$ cat config.mk
export PLATFORM = sky130hd
export DESIGN_NAME = sinc4_rate_decimator
export DESIGN_NICKNAME = d
export VERILOG_FILES = /design/src/rtl/sinc4_pkg.sv /design/src/rtl/sinc4_ctrl.sv /design/src/rtl/sinc4_datapath.sv /design/src/rtl/sinc4_rate_decimator.sv
export SDC_FILE = /design/constraint.sdc
export NUM_CORES = 2
export LEC_CHECK = 0
export BUFFER_PORTS_ARGS = -buffer_cell sky130_fd_sc_hd__buf_2
export CAP_MARGIN = 15
export CORE_MARGIN = 1.5
export CORE_UTILIZATION = 66
export DETAILED_ROUTE_END_ITERATION = 12
export GPL_TIMING_DRIVEN = 0
export PLACE_DENSITY = 0.92
export SLEW_MARGIN = 20
export SYNTH_ARGS = -nofsm -noshare
export SYNTH_HDL_FRONTEND = slang
export SYNTH_SLANG_ARGS = --single-unit
export TNS_END_PERCENT = 20
$ cat constraint.sdc
create_clock -name clk -period 7.4 [get_ports clk]
set_input_delay 0.74 -clock clk [delete_from_list [all_inputs] [get_ports clk]]
set_output_delay 0.74 -clock clk [all_outputs]
set_load 0.05 [all_outputs]
$ cat src/rtl/sinc4_pkg.sv
package sinc4_pkg;

  // Filter order: number of integrators and of comb stages.
  localparam int unsigned ORDER = 4;
  // Pipeline after the closing sample: comb stages, product, output register.
  localparam int unsigned PIPE_DEPTH = ORDER + 2;

  typedef struct packed {
    logic                  clear;     // wipe all filter state
    logic                  intEn;     // integrators take a sample
    logic                  fastMode;  // selects the scaling shift
    logic [PIPE_DEPTH-1:0] pipeEn;    // per-stage enables of the decimated path
  } ctrl_t;

endpackage

$ cat src/rtl/sinc4_ctrl.sv
module sinc4_ctrl
  import sinc4_pkg::*;
#(
  parameter int RATIO_SLOW   = 7680,
  parameter int RATIO_FAST   = 960,
  parameter int SETTLE_COUNT = 4
) (
  input  logic  clk,
  input  logic  rst,
  input  logic  rateSel,
  input  logic  sampleEn,
  output ctrl_t ctrl,
  output logic  resultValid,
  output logic  settled
);

  localparam int RATIO_MAX = (RATIO_SLOW > RATIO_FAST) ? RATIO_SLOW : RATIO_FAST;
  localparam int PHASE_W   = $clog2(RATIO_MAX);
  localparam int CNT_W     = $clog2(SETTLE_COUNT + 1);
  localparam logic [PHASE_W-1:0] LAST_SLOW = PHASE_W'(RATIO_SLOW - 1);
  localparam logic [PHASE_W-1:0] LAST_FAST = PHASE_W'(RATIO_FAST - 1);
  localparam logic [CNT_W-1:0]   CNT_LAST  = CNT_W'(SETTLE_COUNT - 1);

  logic                  rateQ;
  logic                  flush;
  logic [PHASE_W-1:0]    phase;
  logic [PHASE_W-1:0]    phaseLast;
  logic                  lastSample;
  logic [PIPE_DEPTH-1:0] pipeQ;
  logic [CNT_W-1:0]      strobeCnt;

  always_ff @(posedge clk) rateQ <= rateSel;

  assign flush      = rst || (rateSel != rateQ);
  assign phaseLast  = rateQ ? LAST_FAST : LAST_SLOW;
  assign lastSample = (phase == phaseLast);

  always_ff @(posedge clk) begin
    if (flush)         phase <= '0;
    else if (sampleEn) phase <= lastSample ? '0 : phase + PHASE_W'(1);
  end

  always_ff @(posedge clk) begin
    if (flush) pipeQ <= '0;
    else       pipeQ <= {pipeQ[PIPE_DEPTH-2:0], sampleEn && lastSample};
  end

  always_ff @(posedge clk) begin
    if (flush) resultValid <= 1'b0;
    else       resultValid <= pipeQ[PIPE_DEPTH-1];
  end

  always_ff @(posedge clk) begin
    if (flush) begin
      strobeCnt <= '0;
      settled   <= 1'b0;
    end else if (pipeQ[PIPE_DEPTH-1] && !settled) begin
      if (strobeCnt == CNT_LAST) settled <= 1'b1;
      strobeCnt <= strobeCnt + CNT_W'(1);
    end
  end

  assign ctrl.clear    = flush;
  assign ctrl.intEn    = sampleEn && !flush;
  assign ctrl.fastMode = rateQ;
  assign ctrl.pipeEn   = pipeQ;

  AST_ONE_CYCLE_STROBE: assert property (@(posedge clk) disable iff (rst)
    resultValid |=> !resultValid);
  AST_PHASE_BOUND: assert property (@(posedge clk) disable iff (rst)
    phase <= phaseLast);
  AST_SETTLED_STICKY: assert property (@(posedge clk) disable iff (rst)
    settled && !flush |=> settled);
  AST_SETTLE_ON_STROBE: assert property (@(posedge clk) disable iff (rst)
    $rose(settled) |-> resultValid);
  AST_RATE_FLUSH: assert property (@(posedge clk) disable iff (rst)
    (rateSel != rateQ) |=> (!settled && !resultValid));

endmodule

$ cat src/rtl/sinc4_datapath.sv
module sinc4_datapath
  import sinc4_pkg::*;
#(
  parameter int ACC_W      = 56,
  parameter int OUT_W      = 18,
  parameter int SCALE_MUL  = 169678,
  parameter int SHIFT_SLOW = 52,
  parameter int SHIFT_FAST = 40
) (
  input  logic             clk,
  input  logic             rst,
  input  ctrl_t            ctrl,
  input  logic             bitIn,
  output logic [OUT_W-1:0] resultCode
);

  localparam int MUL_W  = $clog2(SCALE_MUL + 1) + 1;
  localparam int PROD_W = ACC_W + MUL_W;
  localparam logic signed [ACC_W-1:0]  PLUS_ONE  = ACC_W'(1);
  localparam logic signed [ACC_W-1:0]  MINUS_ONE = -ACC_W'(1);
  localparam logic signed [MUL_W-1:0]  MUL_CONST = MUL_W'(SCALE_MUL);
  localparam logic signed [PROD_W-1:0] POS_LIM   = PROD_W'((64'sd1 <<< (OUT_W - 1)) - 64'sd1);
  localparam logic signed [PROD_W-1:0] NEG_LIM   = -POS_LIM - PROD_W'(1);

  logic signed [ACC_W-1:0]  stepIn;
  logic signed [PROD_W-1:0] prodQ;
  logic signed [PROD_W-1:0] scaled;
  logic        [OUT_W-1:0]  satCode;

  assign stepIn = bitIn ? PLUS_ONE : MINUS_ONE;

  // Integrators at the sample rate, wrap-around arithmetic.
  for (genvar s = 0; s < ORDER; s++) begin : g_int
    logic signed [ACC_W-1:0] acc;
    logic signed [ACC_W-1:0] feed;
    if (s == 0) begin : g_first
      assign feed = stepIn;
    end else begin : g_next
      assign feed = g_int[s-1].acc;
    end
    always_ff @(posedge clk) begin
      if (ctrl.clear)      acc <= '0;
      else if (ctrl.intEn) acc <= acc + feed;
    end
  end

  // Comb stages, one per pipeline cycle after the decimation point.
  for (genvar s = 0; s < ORDER; s++) begin : g_comb
    logic signed [ACC_W-1:0] val;
    logic signed [ACC_W-1:0] dly;
    logic signed [ACC_W-1:0] feed;
    if (s == 0) begin : g_first
      assign feed = g_int[ORDER-1].acc;
    end else begin : g_next
      assign feed = g_comb[s-1].val;
    end
    always_ff @(posedge clk) begin
      if (ctrl.clear) begin
        val <= '0;
        dly <= '0;
      end else if (ctrl.pipeEn[s]) begin
        val <= feed - dly;
        dly <= feed;
      end
    end
  end

  always_ff @(posedge clk) begin
    if (ctrl.clear)               prodQ <= '0;
    else if (ctrl.pipeEn[ORDER])  prodQ <= PROD_W'(g_comb[ORDER-1].val) * PROD_W'(MUL_CONST);
  end

  assign scaled = ctrl.fastMode ? (prodQ >>> SHIFT_FAST) : (prodQ >>> SHIFT_SLOW);

  always_comb begin
    if (scaled > POS_LIM)      satCode = POS_LIM[OUT_W-1:0];
    else if (scaled < NEG_LIM) satCode = NEG_LIM[OUT_W-1:0];
    else                       satCode = scaled[OUT_W-1:0];
  end

  always_ff @(posedge clk) begin
    if (ctrl.clear)                   resultCode <= '0;
    else if (ctrl.pipeEn[ORDER + 1])  resultCode <= satCode;
  end

  AST_CODE_HOLD: assert property (@(posedge clk) disable iff (rst)
    !$past(ctrl.pipeEn[ORDER + 1]) && !$past(ctrl.clear) |-> $stable(resultCode));
  AST_INT_HOLD: assert property (@(posedge clk) disable iff (rst)
    !ctrl.intEn && !ctrl.clear |=> $stable(g_int[0].acc));
  AST_COMB_HOLD: assert property (@(posedge clk) disable iff (rst)
    !ctrl.pipeEn[0] && !ctrl.clear |=> $stable(g_comb[0].dly));

endmodule

$ cat src/rtl/sinc4_rate_decimator.sv
module sinc4_rate_decimator
  import sinc4_pkg::*;
#(
  parameter int RATIO_SLOW   = 7680,
  parameter int RATIO_FAST   = 960,
  parameter int ACC_W        = 56,
  parameter int OUT_W        = 18,
  parameter int SCALE_MUL    = 169678,
  parameter int SHIFT_SLOW   = 52,
  parameter int SHIFT_FAST   = 40,
  parameter int SETTLE_COUNT = 4
) (
  input  logic             clk,
  input  logic             rst,
  input  logic             rateSel,
  input  logic             sampleEn,
  input  logic             bitIn,
  output logic [OUT_W-1:0] resultCode,
  output logic             resultValid,
  output logic             settled
);

  ctrl_t ctrl;

  sinc4_ctrl #(
    .RATIO_SLOW  (RATIO_SLOW),
    .RATIO_FAST  (RATIO_FAST),
    .SETTLE_COUNT(SETTLE_COUNT)
  ) u_ctrl (
    .clk        (clk),
    .rst        (rst),
    .rateSel    (rateSel),
    .sampleEn   (sampleEn),
    .ctrl       (ctrl),
    .resultValid(resultValid),
    .settled    (settled)
  );

  sinc4_datapath #(
    .ACC_W     (ACC_W),
    .OUT_W     (OUT_W),
    .SCALE_MUL (SCALE_MUL),
    .SHIFT_SLOW(SHIFT_SLOW),
    .SHIFT_FAST(SHIFT_FAST)
  ) u_datapath (
    .clk       (clk),
    .rst       (rst),
    .ctrl      (ctrl),
    .bitIn     (bitIn),
    .resultCode(resultCode)
  );

endmodule

# Word level (Yosys, flattened, before mapping)
# Cells that the tools add are included.
# op_classes
n_mul	1
addsub	10
n_lt_le_gt_ge	2
n_reduce_logical	7
n_mux	6
eq_ne	3
# op_table
cell	count
$add 56x56->56	4
$sub 56x56->56	4
$mul 56x18->74 const B	1
$mux 56	1
$mux 18	2
$gt 35x18->1 const B	1
$lt 35x18->1 const B	1
$mux 34	1
$mux 13	2
$add 13x1->13 const B	1
$eq 13x13->1	1
$add 3x1->3 const B	1
$eq 3x2->1 const B	1
$logic_and 1x1->1	3
$logic_not 1->1	2
$reduce_and 2->1	1
$logic_or 1x1->1	1
$ne 1x1->1	1
# word_totals
reg_bits	789
output_inout_bits	20

# Depth between registers and ports, before layout
# depth
depth_word	4
mapped_depth	26
ltp_nobuf	24

# Hierarchy
# From an unflattened synthesis, not the netlist that was laid out.
# hier_totals
hier_cells	8097
hier_area_um2	68056.5
# modules_own_cells
module	area_per_inst_um2	n_inst	cells_each
sinc4_datapath	66950.5	1	7987
sinc4_ctrl	1106.1	1	110

# Worst setup path after synthesis
# Ideal clock, no wire load.
# synth_timing
path_type	reg-to-reg
startpoint	register u_datapath.g_comb[3].val[30]
endpoint	register u_datapath.prodQ[65]
period_less_slack_ns	6.111
required_time_ns	7.321
n_path_buf	1
t_arrival_ns	6.032
path_slack_ns	1.289
path_stages_with_launch	24
cell_sequence	dfxtp_1 > ha_1 > fa_1 > inv_1 > fa_1 > inv_1 > fa_1 > fa_1 > inv_1 > fa_1 > inv_1 > ha_1 > buf_2 > nand4_1 > nor4_1 > o21ai_0 > o32ai_2 > nor4_1 > o21bai_2 > a41oi_2 > o41ai_4 > a21boi_1 > or4_1 > o211ai_1
# synth_via
elab_chain_cells	1
# synth_lines
element	line_no	text
start: declaration	sinc4_datapath.sv:49	logic signed [ACC_W-1:0] val;
start signal: assignment	sinc4_datapath.sv:62	val <= feed - dly;
$mul 56x18->74	sinc4_datapath.sv:70	else if (ctrl.pipeEn[ORDER]) prodQ <= PROD_W'(g_comb[ORDER-1].val) * PROD_W'(MUL_CONST);
end signal: assignment	sinc4_datapath.sv:70	
end: declaration	sinc4_datapath.sv:26	logic signed [PROD_W-1:0] prodQ;
# No other way between the ends.
# A chain may end at the register's enable or synchronous reset.

# Worst setup path after layout
# layout_timing
startpoint	register u_datapath.g_comb[3].val[29]
endpoint	register u_datapath.prodQ[65]
# Same word-level chain as after synthesis.

==> metrics <==
status=complete, no violations; CTS tree=built; Post-Syn Area=68300 sq um; clock-pin slew on the worst setup and hold paths=0.07 ns; GP Congestion=0.981; Core ar.=102000 sq um; final WL=189000 um; total die area=105000 sq um; ant diodes=0; post-layout net count=around 9500; min-delay worst type=input pin to flop; layout cell share with drive strength beyond 1=2.97%; Yosys warning total=0; Seq/Total Area, Yosys=22.0%; Fill cells=slightly below 8000; Least-Margin Pin Slew=1.22 ns; Layout area overhead=7.07%; vias=around 60000; CP Capture Type=flop; largest net degree at the start of global routing=57; DP HPWL=150000 um; CP Launch Type=flop; leakage power=33.9 nW; Num Clock Sinks=750; post-synth net total=~9300; routed len/inst=19.4 um; Yosys top cell area share=22.0%; final worst slack=0.189 ns; area leader, netlist=dfxtp_1; DRT Pass-1 Iters=8; DRT antenna net count=0; Top Ports=25; Post-synth ARST share=0%; EDFF count, synth=0; clock latency on the worst-skew pair=0.66 ns; vias per std cell=6.13; Power Total=0.00919 W; setup slack at placement=-0.451 ns; vias in the first global route=59208; CP dominant cell by count=fa_1; fin crit period=7.21 ns; WS Path Type=flop to flop; peak supply drop=approximately 0.23 mV; IO buf count=24; critical path data required time=7.99 ns; global route overflow=0; Residual DRC=0; die height=325 um; final count of negative-setup-slack endpoints=0; first-pass GRT wire length=302000 um; slowest CP cell=fa_1; drt initial violations=5281; #FFs+latches synth=750; row cnt=117; crit-path max cell delay=0.54 ns; CTS max path bufs=3; top cells by area, synth=dfxtp_1 (22%), ha_1 (13%), fa_1 (12%); critical path, cell by cell=ha_1 -> fa_1 -> inv_1 -> fa_1 -> fa_1 -> inv_1 -> fa_1 -> inv_1 -> fa_1 -> inv_1 -> ha_1 -> buf_2 -> nand4_1 -> nor4_4 -> o21ai_0 -> o32ai_4 -> buf_12 -> nor4_1 -> o21bai_2 -> a41oi_2 -> o41ai_4 -> a21boi_1 -> or4_1 -> o211ai_1; ys flop type=dfxtp_1; Layout Skew=0.0229 ns; die width=~320 um; initial core utilization=66.8%; Root Buffer=clkbuf_16; ratio of final minimum period to clock period=97.4%; H-Tree Depth=3; gr usage total=34.9%; Synth cell types=between 90 and 100; Slew Limit Headroom=between 10% and 20%; RSZ-0062 raised after global routing=false; Fmax=139 MHz; Critical Path AT=a little under 8 ns; fin. max-slew vios=0; PwrDens=126 nW/um^2; initial antenna violation count=1; syn_area_per_cell=about 8.3 sq um; critical path peak fanout=9; MaxCap Viol Count=0; Mapped Cells=8196; TritonCTS Buffers=85; final hold violation count=0
[path summary, 6_finish.rpt]
check | cells after the start | start | slack [ns] | endpoint
worst max-delay path | 24 | u_datapath.g_comb[3].val[29] | 0.19 | u_datapath.prodQ[65]
worst min-delay path | 1 | rateSel | 0.21 | u_ctrl.rateQ
worst max register to register | 24 | u_datapath.g_comb[3].val[29] | 0.19 | u_datapath.prodQ[65]
worst min register to register | 2 | u_datapath.g_comb[0].val[54] | 0.49 | u_datapath.g_comb[0].val[54]
[placed cells by master, fill, tap and decap left out, drive strengths merged, types with 16 or more instances in the layout]
cell    count
a221oi     19
clkbuf    413
nand2     497
dfxtp     750
nor4       28
o221a      19
a21boi     16
nand3b     22
o211ai     37
nand2b     58
nand4     111
clkinv     16
a21oi     546
a21o      285
buf        70
fa        422
and4       19
or3        31
a211oi     81
nor2      849
xnor2     260
o21ai     404
xor2      193
nand3     145
o21a       73
inv      1102
nor3       68
o31a       25
a31oi      73
o31ai      37
mux2i     507
a311oi     16
o21bai     93
and2       29
ha        716
nor2b      71
and3       53
[metal layers]
layer | GRT usage, % | up-vias | routed length [um]
li1 | - | 28281 | -
met1 | 42.4 | 28450 | 76600
met2 | 59.1 | 2364 | 88100
met3 | 5.29 | 654 | 12300
met4 | 20.1 | 2 | 11700
met5 | 0 | - | 17
[through the flow]
stage	cells	instance area (sq um)	hold WS, ns	util (%)	setup TNS [ns]
CTS	9742	73000	0.187	71.5	-0.00844
finish	9747	73100	0.208	71.6	0
floorplan	8196	68300	0.441	-	0
global route	9747	73100	0.190	71.6	0
detailed placement	9588	70100	0.479	68.6	-3.46
global placement	9588	70100	0.457	68.6	-1.29
[cells by family after synthesis]
logic type / after synthesis / synth area share (%)
AO/OA/AOI/OAI: 1878 / 17.8
XOR/XNOR: 453 / 5.81
buffers and inverters: 1428 / 7.86
AND/OR/NAND/NOR: 2039 / 13.6
flip-flops: 750 / 22.0
adder cells (fa/ha/maj): 1138 / 25.5
multiplexers: 510 / 7.48
[report_power, final]
group | total (W) | internal [W] | switching, W
Clock | 0.00435 | 0.00254 | 0.00182
Sequential | 0.00410 | 0.00407 | 0.0000355
Combinational | 0.000730 | 0.000228 | 0.000502
Total | 0.00919 | 0.00683 | 0.00236
[layout make-up]
cell class | count | area (sq um) | area share, %
clock inverter | 30 | 359 | 0.491
multi-input combinational | 6018 | 48000 | 65.6
buffer | 330 | 1250 | 1.71
clock buffer | 123 | 2500 | 3.42
inverter | 1098 | 4120 | 5.64
tap | 1368 | 1710 | 2.34
sequential | 750 | 15000 | 20.5
timing repair buffer | 30 | 181 | 0.248
[sequential cells by signal, summed over array words and instances, names as in the netlist]
| name | cells |
|---|---|
| u_ctrl.strobeCnt | 3 |
| u_ctrl.pipeQ | 6 |
| u_datapath.resultCode | 18 |
| u_ctrl.settled | 1 |
| u_datapath.g_comb.val | 224 |
| u_ctrl.resultValid | 1 |
| u_datapath.prodQ | 35 |
| u_ctrl.phase | 13 |
| u_datapath.g_comb.feed | 56 |
| u_datapath.g_int.acc | 168 |
| u_datapath.g_comb.dly | 224 |
| u_ctrl.rateQ | 1 |
[synth_stat cells, drive strengths merged, types with 81 or more instances]
| library cell | number |
|---|---|
| clkbuf | 289 |
| xor2 | 193 |
| nor2 | 849 |
| mux2i | 507 |
| fa | 422 |
| a21o | 285 |
| xnor2 | 260 |
| dfxtp | 750 |
| a21oi | 546 |
| o21bai | 93 |
| o21ai | 404 |
| nand2 | 497 |
| a211oi | 81 |
| nand3 | 145 |
| ha | 716 |
| inv | 1097 |
| nand4 | 111 |
[worst max-delay path, delay by kind of cell (launching register included)]
kind            cells  cell delay, ns
flops               1            0.37
buf+inv             6            0.62
fa+ha+maj           7            3.16
compound gates      7            1.81
simple gates        4            1.16
[what timing repair did]
action | CTS | global route
gates cloned | 0 | 0
hold buffers | 0 | 0
buffers inserted | 1 | 4
resized for setup | 5 | 9
setup endpoints to repair | 13 | 10
pin swaps | 1 | 3
Power figures use the tool's default switching activity.
